[src/rtl/bbpll_filter_pkg.sv]
package bbpll_filter_pkg;

   typedef enum logic {
      MODE_NORMAL = 1'b0,
      MODE_FAST   = 1'b1
   } filt_mode_e;

   function automatic int clamp_int(input int v, input int lo, input int hi);
      if (v < lo) return lo;
      if (v > hi) return hi;
      return v;
   endfunction

   function automatic int signed_step(input logic up, input int mag);
      return up ? mag : -mag;
   endfunction

endpackage

[src/rtl/bbpll_gain_step.sv]
module bbpll_gain_step #(
   parameter int CODE_W   = 10,
   parameter int GAIN_W   = 4,
   parameter bit USE_MULT = 1'b0
) (
   input  logic [GAIN_W-1:0] gain,
   output logic [CODE_W-1:0] step
);
   localparam int CODE_MAX = (1 << CODE_W) - 1;

   generate
      if (USE_MULT) begin : g_mult
         if (GAIN_W > CODE_W) begin : g_bad
            $error("multiplier gain wider than the code");
         end
         always_comb begin
            step = CODE_W'(gain);
         end
      end else begin : g_shift
         always_comb begin
            int s;
            if (int'(gain) >= CODE_W) s = CODE_MAX;
            else s = 1 << gain;
            step = CODE_W'(s);
         end
      end
   endgenerate

endmodule

[src/rtl/bbpll_polarity_tracker.sv]
module bbpll_polarity_tracker
   import bbpll_filter_pkg::*;
#(
   parameter int CNT_W = 4
) (
   input  logic             clk,
   input  logic             rst_n,
   input  logic             dec_valid,
   input  logic             dec_up,
   input  logic [CNT_W-1:0] rev_goal,
   output logic             reversal,
   output filt_mode_e       mode
);
   logic             have_prev_q;
   logic             prev_up_q;
   logic [CNT_W-1:0] rev_cnt_q;
   logic [CNT_W:0]   rev_cnt_inc;
   logic [CNT_W:0]   goal_eff;

   // no reversal is possible until one decision has been seen
   assign reversal    = dec_valid && have_prev_q && (dec_up != prev_up_q);
   assign rev_cnt_inc = {1'b0, rev_cnt_q} + 1'b1;
   assign goal_eff    = (rev_goal == '0) ? (CNT_W+1)'(1) : {1'b0, rev_goal};

   always_ff @(posedge clk or negedge rst_n) begin
      if (!rst_n) begin
         have_prev_q <= 1'b0;
         prev_up_q   <= 1'b0;
         rev_cnt_q   <= '0;
         mode        <= MODE_FAST;
      end else if (dec_valid) begin
         have_prev_q <= 1'b1;
         prev_up_q   <= dec_up;
         if (mode == MODE_FAST) begin
            if (reversal) begin
               if (rev_cnt_inc >= goal_eff) begin
                  mode      <= MODE_NORMAL;
                  rev_cnt_q <= '0;
               end else begin
                  rev_cnt_q <= rev_cnt_inc[CNT_W-1:0];
               end
            end else begin
               rev_cnt_q <= '0;
            end
         end
      end
   end

   // normal mode is permanent until reset
   a_r5_no_reentry: assert property (@(posedge clk) disable iff (!rst_n)
      (mode == MODE_NORMAL) |=> (mode == MODE_NORMAL));

   // first decision after reset cannot be a reversal
   a_r9_first_not_rev: assert property (@(posedge clk) disable iff (!rst_n)
      (dec_valid && !have_prev_q) |-> !reversal);

endmodule

[src/rtl/bbpll_integral_path.sv]
module bbpll_integral_path
   import bbpll_filter_pkg::*;
#(
   parameter int CODE_W = 10,
   parameter int CENTER = 512
) (
   input  logic              clk,
   input  logic              rst_n,
   input  logic              dec_valid,
   input  logic              dec_up,
   input  logic [CODE_W-1:0] ki_step,
   output logic [CODE_W-1:0] integ
);
   localparam int CODE_MAX = (1 << CODE_W) - 1;

   logic [CODE_W-1:0] integ_next;

   always_comb begin
      int v;
      v = int'(integ) + signed_step(dec_up, int'(ki_step));
      integ_next = CODE_W'(clamp_int(v, 0, CODE_MAX));
   end

   always_ff @(posedge clk or negedge rst_n) begin
      if (!rst_n) integ <= CODE_W'(CENTER);
      else if (dec_valid) integ <= integ_next;
   end

   // an up decision never lowers the integral value, a down never raises it
   a_r2_direction: assert property (@(posedge clk) disable iff (!rst_n)
      (dec_valid && dec_up) |=> (integ >= $past(integ)));

   a_r2_direction_dn: assert property (@(posedge clk) disable iff (!rst_n)
      (dec_valid && !dec_up) |=> (integ <= $past(integ)));

endmodule

[src/rtl/bbpll_prop_path.sv]
module bbpll_prop_path
   import bbpll_filter_pkg::*;
#(
   parameter int CODE_W = 10
) (
   input  logic                clk,
   input  logic                rst_n,
   input  logic                dec_valid,
   input  logic                dec_up,
   input  logic                reversal,
   input  filt_mode_e          mode,
   input  logic [CODE_W-1:0]   kp_step,
   output logic signed [CODE_W+1:0] prop
);
   localparam int CODE_MAX = (1 << CODE_W) - 1;
   localparam int PW       = CODE_W + 2;

   logic signed [PW-1:0] prop_next;

   always_comb begin
      int d;
      d = signed_step(dec_up, int'(kp_step));
      if (mode == MODE_FAST) begin
         if (reversal) prop_next = '0;
         else prop_next = PW'(clamp_int(int'(prop) + d, -CODE_MAX, CODE_MAX));
      end else begin
         prop_next = PW'(d);
      end
   end

   always_ff @(posedge clk or negedge rst_n) begin
      if (!rst_n) prop <= '0;
      else if (dec_valid) prop <= prop_next;
   end

   // a reversal in fast mode leaves no proportional contribution
   a_r4_clear_on_rev: assert property (@(posedge clk) disable iff (!rst_n)
      (dec_valid && reversal && mode == MODE_FAST) |=> (prop == '0));

   // in normal mode the term is a single step of the decision's sign
   a_r6_single_step: assert property (@(posedge clk) disable iff (!rst_n)
      (dec_valid && mode == MODE_NORMAL) |=>
         ((dec_up && prop == $signed({2'b00, $past(kp_step)})) ||
          (!$past(dec_up) && prop == -$signed({2'b00, $past(kp_step)})) ||
          ($past(dec_up) && prop == $signed({2'b00, $past(kp_step)}))));

endmodule

[src/rtl/bbpll_code_combiner.sv]
module bbpll_code_combiner
   import bbpll_filter_pkg::*;
#(
   parameter int CODE_W = 10
) (
   input  logic [CODE_W-1:0]        integ,
   input  logic signed [CODE_W+1:0] prop,
   output logic [CODE_W-1:0]        code
);
   localparam int CODE_MAX = (1 << CODE_W) - 1;

   always_comb begin
      int sum;
      sum  = int'(integ) + int'(prop);
      code = CODE_W'(clamp_int(sum, 0, CODE_MAX));
   end

   // full-scale integral with a positive term stays at full scale
   a_r7_top_clamp: assert final ((int'(integ) + int'(prop) < CODE_MAX) ||
                                 (code == CODE_W'(CODE_MAX)));

endmodule

[src/rtl/bbpll_pi_filter.sv]
module bbpll_pi_filter
   import bbpll_filter_pkg::*;
#(
   parameter int CODE_W   = 10,
   parameter int GAIN_W   = 4,
   parameter int CNT_W    = 4,
   parameter int CENTER   = 512,
   parameter bit USE_MULT = 1'b0
) (
   input  logic              clk,
   input  logic              rst_n,
   input  logic              dec_valid,
   input  logic              dec_up,
   input  logic [GAIN_W-1:0] kp_gain,
   input  logic [GAIN_W-1:0] ki_gain,
   input  logic [CNT_W-1:0]  rev_goal,
   output logic [CODE_W-1:0] ctrl_code,
   output logic              fast_mode
);
   localparam int CODE_MAX = (1 << CODE_W) - 1;

   generate
      if (CODE_W < 2 || CODE_W > 24) begin : g_bad_w
         $error("CODE_W out of supported range");
      end
      if (CENTER < 0 || CENTER > CODE_MAX) begin : g_bad_c
         $error("CENTER outside the code range");
      end
      if (CNT_W < 1 || GAIN_W < 1) begin : g_bad_cnt
         $error("counter and gain widths must be positive");
      end
   endgenerate

   logic [CODE_W-1:0]        kp_step;
   logic [CODE_W-1:0]        ki_step;
   logic [CODE_W-1:0]        integ;
   logic signed [CODE_W+1:0] prop;
   logic                     reversal;
   filt_mode_e               mode;

   logic [GAIN_W-1:0] gains   [2];
   logic [CODE_W-1:0] steps   [2];

   assign gains[0] = kp_gain;
   assign gains[1] = ki_gain;
   assign kp_step  = steps[0];
   assign ki_step  = steps[1];

   for (genvar g = 0; g < 2; g++) begin : g_step
      bbpll_gain_step #(
         .CODE_W  (CODE_W),
         .GAIN_W  (GAIN_W),
         .USE_MULT(USE_MULT)
      ) i_step (
         .gain(gains[g]),
         .step(steps[g])
      );
   end

   bbpll_polarity_tracker #(.CNT_W(CNT_W)) i_track (
      .clk      (clk),
      .rst_n    (rst_n),
      .dec_valid(dec_valid),
      .dec_up   (dec_up),
      .rev_goal (rev_goal),
      .reversal (reversal),
      .mode     (mode)
   );

   bbpll_integral_path #(.CODE_W(CODE_W), .CENTER(CENTER)) i_integ (
      .clk      (clk),
      .rst_n    (rst_n),
      .dec_valid(dec_valid),
      .dec_up   (dec_up),
      .ki_step  (ki_step),
      .integ    (integ)
   );

   bbpll_prop_path #(.CODE_W(CODE_W)) i_prop (
      .clk      (clk),
      .rst_n    (rst_n),
      .dec_valid(dec_valid),
      .dec_up   (dec_up),
      .reversal (reversal),
      .mode     (mode),
      .kp_step  (kp_step),
      .prop     (prop)
   );

   bbpll_code_combiner #(.CODE_W(CODE_W)) i_comb (
      .integ(integ),
      .prop (prop),
      .code (ctrl_code)
   );

   assign fast_mode = (mode == MODE_FAST);

   // idle cycles change neither the code nor the mode
   a_r8_idle_hold: assert property (@(posedge clk) disable iff (!rst_n)
      !dec_valid |=> ($stable(ctrl_code) && $stable(fast_mode)));

endmodule

[config.mk]
export PLATFORM = sky130hd
export DESIGN_NAME = bbpll_pi_filter
export DESIGN_NICKNAME = d
export VERILOG_FILES = /design/src/rtl/bbpll_filter_pkg.sv /design/src/rtl/bbpll_gain_step.sv /design/src/rtl/bbpll_polarity_tracker.sv /design/src/rtl/bbpll_integral_path.sv /design/src/rtl/bbpll_prop_path.sv /design/src/rtl/bbpll_code_combiner.sv /design/src/rtl/bbpll_pi_filter.sv
export SDC_FILE = /design/constraint.sdc
export NUM_CORES = 1
export LEC_CHECK = 0
export ABC_AREA = 1
export CELL_PAD_IN_SITES_DETAIL_PLACEMENT = 1
export CELL_PAD_IN_SITES_GLOBAL_PLACEMENT = 2
export CORE_MARGIN = 5
export CORE_UTILIZATION = 30
export CTS_CLUSTER_SIZE = 40
export DETAILED_ROUTE_END_ITERATION = 8
export PLACE_DENSITY_LB_ADDON = 0.1
export SYNTH_ARGS = -nofsm -noshare
export SYNTH_HDL_FRONTEND = slang
export SYNTH_SLANG_ARGS = --single-unit
export TNS_END_PERCENT = 100
[constraint.sdc]
create_clock -name clk -period 3.2 [get_ports clk]
set_clock_uncertainty 0.15 [all_clocks]
set_input_delay 0.64 -clock clk [delete_from_list [all_inputs] [get_ports clk]]
set_output_delay 0.64 -clock clk [all_outputs]
set_load 0.005 [all_outputs]
Word level (Yosys, flattened, before mapping) --
Cells that the tools add are included.
Operators by class: $add $sub $neg 6, magnitude comparators 9, equal/unequal tests 1, shift-type cells 2, muxes and demuxes 35, reductions and logical operators 4
Operators with widths (count):
- $mux W10 | 8
- $mux W12 | 6
- $gt A32 B11 Y1 const B | 2
- $mux W32 | 2
- $neg A10 Y32 | 2
- $add A11 B32 Y32 | 1
- $add A12 B32 Y32 | 1
- $lt A32 B1 Y1 const B | 1
- $lt A32 B11 Y1 const B | 1
- $shl A1 B4 Y10 const A | 2
- $mux W1 | 16
- $add A11 B12 Y13 | 1
- $gt A13 B11 Y1 const B | 1
- $lt A13 B1 Y1 const B | 1
- $mux W4 | 3
- $ge A4 B4 Y1 const B | 2
- $add A4 B1 Y5 const B | 1
- $ge A5 B5 Y1 | 1
- $logic_not A4 Y1 | 1
- $logic_and A1 B1 Y1 | 2
- $reduce_and A2 Y1 | 1
- $ne A1 B1 Y1 | 1
Storage, ports and cells: bits in registers 29, input port bits 16, output and inout bits 11

Logic depth before layout (Yosys ltp) --
Gate-level depths: netlist of the first run.
word-level depth 16, mapped depth 33, depth with buffers taken out 31

Modules after synthesis --
A second synthesis of the first run with hierarchy kept.
Second synthesis, totals: cell total of the unflattened synthesis 1096, area, all modules 6037.0 um2
By module, submodules not included:
- bbpll_prop_path | instances 1, cells each 656, area each 3253.1 um2, seq. area each 300.3 um2
- bbpll_integral_path | instances 1, cells each 197, area each 1327.5 um2, seq. area each 251.5 um2
- bbpll_code_combiner | instances 1, cells each 134, area each 749.5 um2, seq. area each 0.0 um2
- bbpll_polarity_tracker | instances 1, cells each 61, area each 471.7 um2, seq. area each 176.4 um2
- bbpll_gain_step | instances 2, cells each 24, area each 117.6 um2, seq. area each 0.0 um2

Least setup slack after synthesis of the first run --
OpenSTA, ideal clock, no wires.
path kind input to register, start in kp_gain[3], end reg i_prop.prop[3], arrival 3.816 ns, path slack -0.887 ns, cell stages on the path 29, cells stage by stage clkbuf_1 -> nand2_1 -> inv_1 -> nor2_1 -> inv_1 -> a21oi_1 -> ha_1 -> inv_1 -> a21oi_1 -> nand2_1 -> nand2_1 -> nand2_1 -> ha_1 -> buf_2 -> nand2_1 -> nor2_2 -> nand2_1 -> nor2_1 -> nand2_1 -> nand2_1 -> nand2_1 -> nand2_1 -> nand2_1 -> nor2_1 -> nand3_1 -> o21ai_4 -> nand3_1 -> nand2_1 -> a21oi_2
On the way: word-level cells in the longest chain between the ends 14, elaborated cells on any way between the ends 20
RTL lines:
- from (decl) | line bbpll_pi_filter.sv:14 | input logic [GAIN_W-1:0] kp_gain,
- $ge A4 B4 Y1 or $shl A1 B4 Y10 (tied branches) | line bbpll_gain_step.sv:22, bbpll_gain_step.sv:23
- $mux W10 * | line bbpll_gain_step.sv:22 | if (int'(gain) >= CODE_W) s = CODE_MAX;
- $neg A10 Y32 | line bbpll_filter_pkg.sv:15 | return up ? mag : -mag;
- $mux W32 * | line bbpll_filter_pkg.sv:15
- $add A12 B32 Y32 | line bbpll_prop_path.sv:25 | else prop_next = PW'(clamp_int(int'(prop) + d, -CODE_MAX, CODE_MAX));
- $gt A32 B11 Y1 | line bbpll_filter_pkg.sv:10 | if (v > hi) return hi;
- $mux W1 (2 in series) | line bbpll_filter_pkg.sv:10
- $mux W1 | line bbpll_prop_path.sv:24 | if (reversal) prop_next = '0;
- $mux W1 | line bbpll_prop_path.sv:23 | if (mode == MODE_FAST) begin
- $mux W12 | line bbpll_filter_pkg.sv:11 | return v;
- $mux W12 | line bbpll_filter_pkg.sv:10
- $mux W12 | line bbpll_prop_path.sv:24
- $mux W12 * | line bbpll_prop_path.sv:23
- to (signal assigned) | line bbpll_prop_path.sv:33 | else if (dec_valid) prop <= prop_next;
- to (decl) | line bbpll_prop_path.sv:13 | output logic signed [CODE_W+1:0] prop
Every way passes the cells marked *; elsewhere a longest branch is shown, timed or not. The select of a mux whose other input is x is not followed. A chain may end at the register's enable or synchronous reset.

Final worst setup path of the first run --
Ends and elaborated chain as after synthesis.

==> summary.md, run 1 <==
| Metric | Value |
|---|---|
| Outcome | finished, violations left |
| Failing checks | negative setup slack |
| Largest cells by area after synthesis | nand2_1, dfrtp_1, inv_1 |
| Rel. slew slack | 52.4% |
| Finished Layout Cells | 1,493 |
| Internal power | 5.30 mW |
| RSZ-0062 raised after global routing | true |
| Routing usage on met3 | 2.10% |
| Worst vdd rail ir drop | 0.896 mV |
| Slowest stage cell, crit path | ha_4 |
| Worst EP arrival | about 4100 ps |
| Hold_sp | i_track.have_prev_q$_DFFE_PN0P_ |
| CP Class | input port to register |
| CTS tree | done |
| Most common cell in the netlist | nand2_1 |
| Worst Max-Slew Pin Slew | around 700 ps |
| Largest net degree at the start of global routing | 30 |
| Worst reg2reg endpoint | i_prop.prop[3]$_DFFE_PN0P_ |
| Core area | 17,400 um^2 |
| Root Driver | clkbuf_16 |
| Max Cap Violations | 0 |
| Total wire length | 24,900 um |
| # H-tree levels | 2 |
| DR vias | 7,243 |
| Minimum clock period | 4100 ps |
| Worst Path Required | 3210 ps |
| R2r startpoint | i_prop.prop[11]$_DFFE_PN0P_ |
| Max stage delay on crit path | 320 ps |
| Setup WS post-layout | -895 ps |
| Die Height | roughly 140 um |
| Leak | ~5 nW |
| Asr flop ratio synth | 100% |
| Routed WL per cell | 16.6 um |
| Area grow syn2layout | 76.5% |
| Gate power share | 88.9% |
| Clock sink count | 29 |
| Switching fraction of total power | 50.6% |
| DRC Markers | 0 |
| CTS Buf Count | 5 |
| GRT met1 Usage | 27.0% |
| IO Port Bufs | 26 |
| Crit path launch type | input port |
| Final setup violation count | 32 |
| Max Slew Vio Count | 0 |
| First-pass GRT wire length | 38,300 um |
| Post-Place Cells | 1,423 |
| Flop-to-flop setup slack | -160 ps |
| Drt first pass iters | 4 |
| #FFs+latches synth | 29 |
| Worst R2R Path Depth | 20 |
| Post-synth top area share | 24.7% |
| GRT Max-Usage Layer | met2 |
| Vias per std cell | 4.85 |
| Antenna diode count | 0 |
| Hold Path Depth | 2 |
| Drt first-iter violations | around 190 |
| Top_reg_cell synth | dfrtp_1 |
| Cells after Synth | 965 |
| # nets final | 1,335 |
| Mapped Nets | 1,033 |
| Yosys warnings | 0 |
| Clk buf depth | 2 |
| Biggest area consumer among synthesized cells | nand2_1 |
| List of most frequent post-synthesis cells | nand2_1, inv_1, nor2_1, nand3_1, a21oi_1 |
| Hold Path End | i_track.have_prev_q$_DFFE_PN0P_ |
| CP Capture Type | register |
| Grt met2 use | 45.0% |
| Number of antenna violations at the first check in global routing | 0 |
| Clock Power Share | 4.4% |
| Share of cells above drive strength 1 | between 40% and 50% |
| GPL Wtd Cong | 0.853 |
| Hold Fails Final Rpt | 0 |
| Part of the Yosys area used for sequential elements | 13.6% |
| Reg clk slew, reported paths | 50 ps |
| Pwr dens | 1140 nW/um^2 |
| Area post-placement | 7730 um^2 |
| Sw power | 5.43 mW |
| Final Cycle Share | 128% |
| Hold Path Class | register to register |
| Post-CTS Hold Fix Bufs | 0 |
| Setup TNS | -15,570 ps |
| Vias in the first global route | 7,671 |
| Achievable frequency | 0.244 GHz |
| Chip Width | 143 um |
| Post-DRT Antenna Nets | 0 |
| Hold Slack | 310 ps |
| Post-synth EDFFs | 0 |
| Dpl ws | -1940 ps |
| Total GRT Usage | 23.2% |
| Netlist cell types | 45 |
| Die area | 20,600 um^2 |
| Syn avg cell area | 5.53 um^2 |
| Clk_lat worst skew | 280 ps |
| Post-route cell area | 9430 um^2 |
| # IOs | 27 |
| FP Rows | 48 |
| GRT Residual Overflow | 0 |
| Initial core utilization | between 30% and 40% |
| Detailed Place HPWL | approximately 18,000 um |
| Cell Area, Synth | 5340 um^2 |
| Seq pwr share | 6.6% |
| CP Max Fanout | 5 |
## critical path: cells and delay by family
| kind | cells | cell delay (ps) |
|---|---|---|
| buffers and inverters | 8 | 670 |
| and+or+nand+nor | 15 | 1440 |
| adders and majority gates | 2 | 530 |
| xor gates and xnor gates | 1 | 140 |
| AOI/OAI and AO/OA | 5 | 660 |
## area by class of cell
cell class	instances	area [um^2]
flip-flops and latches	29	731
multi-input cells	757	5190
well taps	225	282
repair buffers	307	2450
clock buffers	8	146
fillers	2347	7930
inverters	167	631
## what timing repair did
action	in CTS	in global routing
cloned	3	0
endpoints found under the setup margin	32	32
resized for setup	275	103
pin swaps	85	85
buffers inserted	49	18
## per-stage QoR
stage | total power, mW | util (%)
after floorplan | 4.54 | -
after global placement | 7.87 | 44.5
after detailed placement | 7.96 | 44.5
after CTS | 10.1 | 51.7
after global routing | 11.6 | 54.3
final | 10.7 | 54.3
## placed cells by master, fill, tap and decap left out, types with 5 or more instances in the layout
cell	netlist	routed
xor2_1	16	13
nand4_1	6	6
buf_4	1	256
buf_6	1	25
nor2_1	86	55
inv_2	2	13
a21oi_2	10	40
o21ai_0	30	18
nand2_2	5	80
inv_1	164	152
nand3_4	0	8
clkbuf_16	0	5
a21oi_4	0	6
nand2_4	2	24
dfrtp_1	27	25
buf_2	3	12
nand3_1	75	49
ha_1	49	30
clkdlybuf4s50_1	0	7
o21ai_1	1	5
o21ai_2	0	7
nor2_4	1	22
nor2_2	6	16
nand2_1	351	254
xnor2_1	12	11
a21oi_1	67	31
nand3b_1	5	5
ha_4	0	16
nand3_2	0	18
## layer usage
| metal | wire, um | vias up |
|---|---|---|
| li1 | - | 3629 |
| met1 | 10200 | 3511 |
| met2 | 13900 | 76 |
| met3 | 274 | 27 |
| met4 | 443 | 0 |
| met5 | 0 | - |
## kinds of logic (layout without fill, tap and decap cells)
group                      count (synthesis)  after routing  synth area share [%]
and+or+nand+nor                          549            550                  42.5
buffers and inverters                    181            482                  13.0
AOI/OAI and AO/OA                        124            125                  13.2
adders and majority gates                 52             52                  12.6
xor gates and xnor gates                  29             29                  4.90
DFF                                       29             29                  13.6
muxes                                      1              1                 0.187
## registers in the layout, summed over array words and instances (netlist names)
name                 cells
i_integ.integ           10
i_prop.prop             12
i_track.mode             1
i_track.have_prev_q      1
i_track.prev_up_q        1
i_track.rev_cnt_q        4
## how the worst max path moves through the flow
| stage | slack [ps] | endpoint | from | depth (start not counted) |
|---|---|---|---|---|
| 2_1_floorplan | -640 | i_prop.prop[3]$_DFFE_PN0P_ | kp_gain[3] | 28 |
| 3_3_place_gp | -1820 | i_prop.prop[9]$_DFFE_PN0P_ | kp_gain[3] | 30 |
| 3_5_place_dp | -1940 | i_prop.prop[1]$_DFFE_PN0P_ | kp_gain[3] | 30 |
| 4_1_cts | -890 | i_prop.prop[1]$_DFFE_PN0P_ | kp_gain[2] | 34 |
| 5_1_grt | -1100 | i_prop.prop[0]$_DFFE_PN0P_ | kp_gain[3] | 31 |
| 6_report | -900 | i_prop.prop[3]$_DFFE_PN0P_ | kp_gain[3] | 31 |
## power by group through the flow
stage | clock network [mW] | registers (mW) | logic [mW]
floorplan | 0 | 0.640 | 3.90
global placement | 0 | 0.673 | 7.20
detailed placement | 0 | 0.675 | 7.29
CTS | 0.482 | 0.680 | 8.93
global route | 0.500 | 0.725 | 10.4
finish | 0.477 | 0.710 | 9.55
Power figures use the tool's default switching activity.
==> inputs of run 2 (changes only) <==
Settings changed: CORE_UTILIZATION 30 to 32.
==> summary.md, run 2 (synthesis results as in run 1) <==
| Metric | Value |
|---|---|
| Slowest stage cell, crit path | ha_4 |
| Drt first pass iters | 4 (unchanged) |
| Crit-path leading delay family | simple AND/OR/NAND/NOR gates |
| Pwr dens | 1130 nW/um^2 (-0.96%) |
| Top cell by count, worst path | nand2_1 |
| Routed WL per cell | 16.5 um (-0.86%) |
| Post-Place Cells | 1,391 (-2.2%) |
| GRT Residual Overflow | 0 (unchanged) |
| Clk_lat worst skew | 280 ps (about the same) |
| Detailed Place HPWL | 17,600 um (-3.8%) |
| Vias in the first global route | 7,409 (-3.4%) |
| Register with the most flip-flops | i_prop.prop |
| Worst Max-Slew Pin Slew | 656 ps (-49.4 ps) |
| Clock sink count | 29 (unchanged) |
| Final setup violation count | 32 (unchanged) |
| Most frequent cells in the layout | nand2_1, buf_4, inv_1, nand2_2, nor2_1 |
| Die area | 19,400 um^2 (-5.8%) |
| Worst R2R Path Depth | 17 (-15%) |
| DRC Markers | 0 (unchanged) |
| CP Max Fanout | 6 (+1) |
| Drt first-iter violations | 237 (+23%) |
| GRT Max-Usage Layer | met2 |
| Minimum clock period | 4010 ps (-86.5 ps) |
| Total wire length | 24,100 um (-3.0%) |
| Die Height | 139 um (-3.0%) |
| CP Capture Type | register |
| Core area | 16,500 um^2 (-5.1%) |
| CP Class | input port to register |
| CP bufs+invs | 5 (-3) |
| # nets final | 1,307 (-2.1%) |
| Max Cap Violations | 0 (unchanged) |
| Post-DRT Antenna Nets | 0 (unchanged) |
| Crit path launch type | input port |
| Largest registers | i_prop.prop: 12 flops, i_integ.integ: 10 flops, i_track.rev_cnt_q: 4 flops |
| GRT met1 Usage | 27.5% (+0.44 points) |
| Leak | 4.89 nW (-2.5%) |
| Final Cycle Share | 125% (-2.7 points) |
| DR vias | 7,141 (-1.4%) |
| Worst vdd rail ir drop | 0.760 mV (-15%) |
| Max stage delay on crit path | 320 ps (about the same) |
| Max Slew Vio Count | 0 (unchanged) |
| Number of antenna violations at the first check in global routing | 0 (unchanged) |
| GPL Wtd Cong | 0.832 (-2.5%) |
| Hold Path Class | register to register |
| Hold Fails Final Rpt | 0 (unchanged) |
| Hold Path Depth | 2 (unchanged) |
| Achievable frequency | 0.249 GHz (+2.2%) |
| Post-route cell area | 9190 um^2 (-2.5%) |
| Largest register FFs | 12 (unchanged) |
| Vias per std cell | 4.89 (+0.82%) |
| Clk buf depth | 2 (unchanged) |
| Area post-placement | 7530 um^2 (-2.5%) |
| Chip Width | 139 um (-3.0%) |
| Worst EP arrival | 4070 ps (-40 ps) |
| Share of cells above drive strength 1 | 44.1% (-2.3 points) |
| Finished Layout Cells | 1,460 (-2.2%) |
| Area grow syn2layout | 72.0% |
| Root Driver | clkbuf_16 |
| Grt met2 use | 44.9% (-0.14 points) |
| Worst Path Required | 3260 ps (+50 ps) |
| Largest net degree at the start of global routing | 30 (unchanged) |
| Routing usage on met3 | 1.59% (-0.51 points) |
| Post-CTS Hold Fix Bufs | 0 (unchanged) |
| Setup WS post-layout | -809 ps (+86.5 ps) |
| Rel. slew slack | 55.8% (+3.3 points) |
| CTS tree | done |
| Most common cell after layout, fill and taps aside | nand2_1 |
| Outcome | finished, violations left |
| Antenna diode count | 0 (unchanged) |
| CTS Buf Count | 5 (unchanged) |
| FP Rows | 47 (-2.1%) |
| # IOs | 27 (unchanged) |
| First-pass GRT wire length | 37,200 um (-2.8%) |
| # H-tree levels | 2 (unchanged) |
| Total GRT Usage | 23.3% (+0.10 points) |
| WP depth | 30 (-3.2%) |
| Initial core utilization | 32.4% (+1.7 points) |
| Reg clk slew, reported paths | 60 ps (about the same) |
| Failing checks | negative setup slack |
| IO Port Bufs | 26 (unchanged) |
| RSZ-0062 raised after global routing | true |
## run 2: layout make-up
cell class | count | area, um^2
well taps | 220 | 275
flip-flops and latches | 29 | 728
inverters | 167 | 631
fillers | 2190 | 7280
clock buffers | 5 | 125
clock inverters | 3 | 17.5
multi-input cells | 757 | 5150
repair buffers | 279 | 2260
## run 2: final timing paths
path	slack, ps	start	to
min reg2reg	320	i_track.have_prev_q$_DFFE_PN0P_	i_track.have_prev_q$_DFFE_PN0P_
max	-810	kp_gain[3]	i_prop.prop[3]$_DFFE_PN0P_
max reg2reg	-130	i_prop.prop[11]$_DFFE_PN0P_	i_prop.prop[3]$_DFFE_PN0P_
min in group asynchronous	620	rst_n	i_integ.integ[8]$_DFFE_PN0P_
max in group asynchronous	1940	rst_n	i_track.mode$_DFFE_PN1P_
min	320	i_track.have_prev_q$_DFFE_PN0P_	i_track.have_prev_q$_DFFE_PN0P_
## run 2: report_power, final
group | leakage (nW) | internal (mW) | switching [mW]
sequential | 0.348 | 0.507 | 0.215
combinational | 4.47 | 4.31 | 4.85
clock | 0.0696 | 0.285 | 0.190
## run 2: metal layers
| layer | routed length (um) | vias to the layer above | share of wire (%) |
|---|---|---|---|
| met1 | 10000 | 3451 | 41 |
| li1 | - | 3571 | - |
| met4 | 778 | 0 | 3.2 |
| met2 | 12900 | 82 | 54 |
| met3 | 412 | 37 | 1.7 |
| met5 | 0 | - | 0 |
## run 2: worst reg2reg max path, delay by kind of cell (launching register included)
kind / cells / cell delay, ps
compound gates: 2 / 310
xor+xnor: 1 / 150
fa+ha+maj: 1 / 480
buf+inv: 3 / 300
flops: 1 / 730
simple gates: 10 / 1150
## run 2: timing repair
action,4_1_cts,5_1_grt
setup buffers,50,15
pin swaps,79,62
hold endpoints to repair,0,0
resized for setup,257,102
setup endpoints to repair,32,32
cloned,3,0
## run 2: through the flow
stage / power [mW] / utilization (%) / hold slack [ps] / TNS [ps] / setup WS (ps)
2_1_floorplan: 4.54 / - / 194 / -8230 / -643
3_3_place_gp: 7.59 / 45.7 / 274 / -35860 / -1850
3_5_place_dp: 7.70 / 45.7 / 285 / -38070 / -1940
4_1_cts: 9.56 / 52.9 / 328 / -13460 / -744
5_1_grt: 11.2 / 55.8 / 358 / -20690 / -1090
6_report: 10.4 / 55.8 / 318 / -14120 / -809
==> inputs of run 3 (changes only) <==
Settings changed: CAP_MARGIN set to 25, CORE_ASPECT_RATIO set to 1.25.
==> summary.md, run 3 (synthesis results as in run 1) <==
| Metric | Value |
|---|---|
| # nets final | 1,293 (-1.1%) |
| CP bufs+invs | 8 (+3) |
| Worst Path Required | 3260 ps (about the same) |
| Hold Slack | 327 ps (+8.63 ps) |
| Crit-path leading delay family | simple AND/OR/NAND/NOR gates |
| Multi-input gate area | 5050 um^2 (-2.0%) |
| Post-DRT Antenna Nets | 0 (unchanged) |
| WP depth | 31 (+3.3%) |
| Max Slew Vio Count | 0 (unchanged) |
| Minimum clock period | 4160 ps (+150 ps) |
| Detailed Place HPWL | 18,400 um (+4.7%) |
| # IOs | 27 (unchanged) |
| DR vias | 7,135 (-0.084%) |
| GPL Wtd Cong | 0.885 (+6.4%) |
| Final core occ | 55.0% (-0.82 points) |
| Post-Place Cells | 1,384 (-0.50%) |
| Register with the most flip-flops | i_prop.prop |
| First-pass GRT wire length | 37,900 um (+1.7%) |
| Worst reg2reg endpoint | i_prop.prop[9]$_DFFE_PN0P_ |
| Routed WL per cell | 17.2 um (+4.1%) |
| Rel. slew slack | 55.4% (-0.41 points) |
| DR top layer | met4 |
| Root Driver | clkbuf_16 |
| Largest net degree at the start of global routing | 30 (unchanged) |
| Worst Max-Slew Pin Slew | 662 ps (+6.07 ps) |
| Clk_lat worst skew | 280 ps (about the same) |
| Wire length on met3 | 263 um (-36%) |
| Clock sink count | 29 (unchanged) |
| Clk buf depth | 2 (unchanged) |
| Drt first-iter violations | 184 (-22%) |
| IO Port Bufs | 26 (unchanged) |
| Largest registers | i_prop.prop: 12 flops, i_integ.integ: 10 flops, i_track.rev_cnt_q: 4 flops |
| Crit path launch type | input port |
| Initial core utilization | 32.7% (+0.27 points) |
| GRT Residual Overflow | 0 (unchanged) |
| Chip Width | 126 um (-9.8%) |
| CP Max Fanout | 6 (unchanged) |
| Hold Fails Final Rpt | 0 (unchanged) |
| CP Class | input port to register |
| Number of antenna violations at the first check in global routing | 0 (unchanged) |
| Finished Layout Cells | 1,442 (-1.2%) |
| RSZ-0062 raised after global routing | true |
| Tot Pwr | 10.0 mW (-3.3%) |
| Largest register FFs | 12 (unchanged) |
| Core area | 16,300 um^2 (-0.82%) |
| Drt first pass iters | 4 (unchanged) |
| Crit path from | kp_gain[1] |
| Setup WS post-layout | -959 ps (-150 ps) |
| CP endpoint | i_prop.prop[9]$_DFFE_PN0P_ |
| CP Capture Type | register |
| Leak | 4.81 nW (-1.6%) |
| Failing checks | negative setup slack |
| # H-tree levels | 2 (unchanged) |
| Reg clk slew, reported paths | 50 ps (about the same) |
| Met2 WL | 14,100 um (+9.3%) |
| Die area | 19,400 um^2 (about the same) |
| Post-CTS Hold Fix Bufs | 0 (unchanged) |
| Fillcell total | 2,201 (+0.50%) |
| Outcome | finished, violations left |
| Die Height | 154 um (+11%) |
| Pwr dens | 1120 nW/um^2 (-1.0%) |
| Total GRT Usage | 23.9% (+0.65 points) |
| Most common cell after layout, fill and taps aside | nand2_1 |
| Flop-to-flop setup slack | -80 ps (+50 ps) |
| Post-route cell area | 8980 um^2 (-2.3%) |
| Worst EP arrival | 4220 ps (+150 ps) |
| Area post-placement | 7490 um^2 (-0.53%) |
| Max stage delay on crit path | 310 ps (about the same) |
| CTS tree | done |
| Hold Path Class | register to register |
| Slowest stage cell, crit path | ha_4 |
| Total wire length | 24,800 um (+2.8%) |
| Setup TNS | -17,110 ps (-2990 ps) |
| Worst vdd rail ir drop | 0.717 mV (-5.7%) |
| Share of cells above drive strength 1 | 42.4% (-1.7 points) |
| Most frequent cells in the layout | nand2_1, buf_4, inv_1, nand2_2, nor2_1 |
| Top cell by count, worst path | nand2_1 |
| Area grow syn2layout | 68.1% |
| FP Rows | 52 (+11%) |
| Final setup violation count | 32 (unchanged) |
| R2r startpoint | i_prop.prop[11]$_DFFE_PN0P_ |
| Dpl ws | -1920 ps (+23.1 ps) |
| Vias in the first global route | 7,672 (+3.5%) |
| Met1 WL | 9330 um (-6.7%) |
| Worst R2R Path Depth | 19 (+2) |
| DRC Markers | 0 (unchanged) |
| Final Cycle Share | 130% (+4.7 points) |
| Antenna diode count | 0 (unchanged) |
| Achievable frequency | 0.240 GHz (-3.6%) |
| Max Cap Violations | 0 (unchanged) |
| Register area | 728 um^2 (unchanged) |
| CTS Buf Count | 5 (unchanged) |
| Vias per std cell | 4.95 (+1.2%) |
run 3: layer usage:
metal | vias up | GRT usage (%)
met5 | - | 0
met4 | 0 | 9.30
met3 | 65 | 1.45
met2 | 83 | 49.5
met1 | 3442 | 24.5
li1 | 3545 | -
run 3: power breakdown:
part           leakage (nW)  internal (mW)  total [mW]  switching [mW]
logic                  4.37           3.90        8.77            4.87
clock network        0.0841          0.388       0.554           0.166
registers             0.348          0.508       0.693           0.185
run 3: worst min path at each step:
stage	startpoint	to	slack, ps	cells after the start
2_1_floorplan	rst_n	i_integ.integ[0]$_DFFE_PN0P_	190	0
5_1_grt	i_track.have_prev_q$_DFFE_PN0P_	i_track.have_prev_q$_DFFE_PN0P_	360	2
6_report	i_track.have_prev_q$_DFFE_PN0P_	i_track.have_prev_q$_DFFE_PN0P_	330	2
4_1_cts	i_track.have_prev_q$_DFFE_PN0P_	i_track.have_prev_q$_DFFE_PN0P_	320	2
3_5_place_dp	i_track.have_prev_q$_DFFE_PN0P_	i_track.have_prev_q$_DFFE_PN0P_	310	2
3_3_place_gp	i_track.have_prev_q$_DFFE_PN0P_	i_track.have_prev_q$_DFFE_PN0P_	280	2
run 3: tightest hold or removal path: cells and delay by family, from the launching register on:
| family | cells | cell delay (ps) |
|---|---|---|
| buffers and inverters | 1 | 60 |
| DFF | 1 | 330 |
| and+or+nand+nor | 1 | 50 |
run 3: final cells by class:
cell class                 instances  area share (%)
clock buffer                       7            1.59
clock inverter                     1           0.334
inverter                         167            7.02
multi-input combinational        757            56.2
sequential                        29            8.11
tap                              216            3.01
timing repair buffer             265            23.7
run 3: repair_timing:
item	4_1_cts	5_1_grt
pin swaps	77	79
gates resized for setup	235	101
endpoints found under the setup margin	32	32
setup buffers	35	15
cloned	3	0
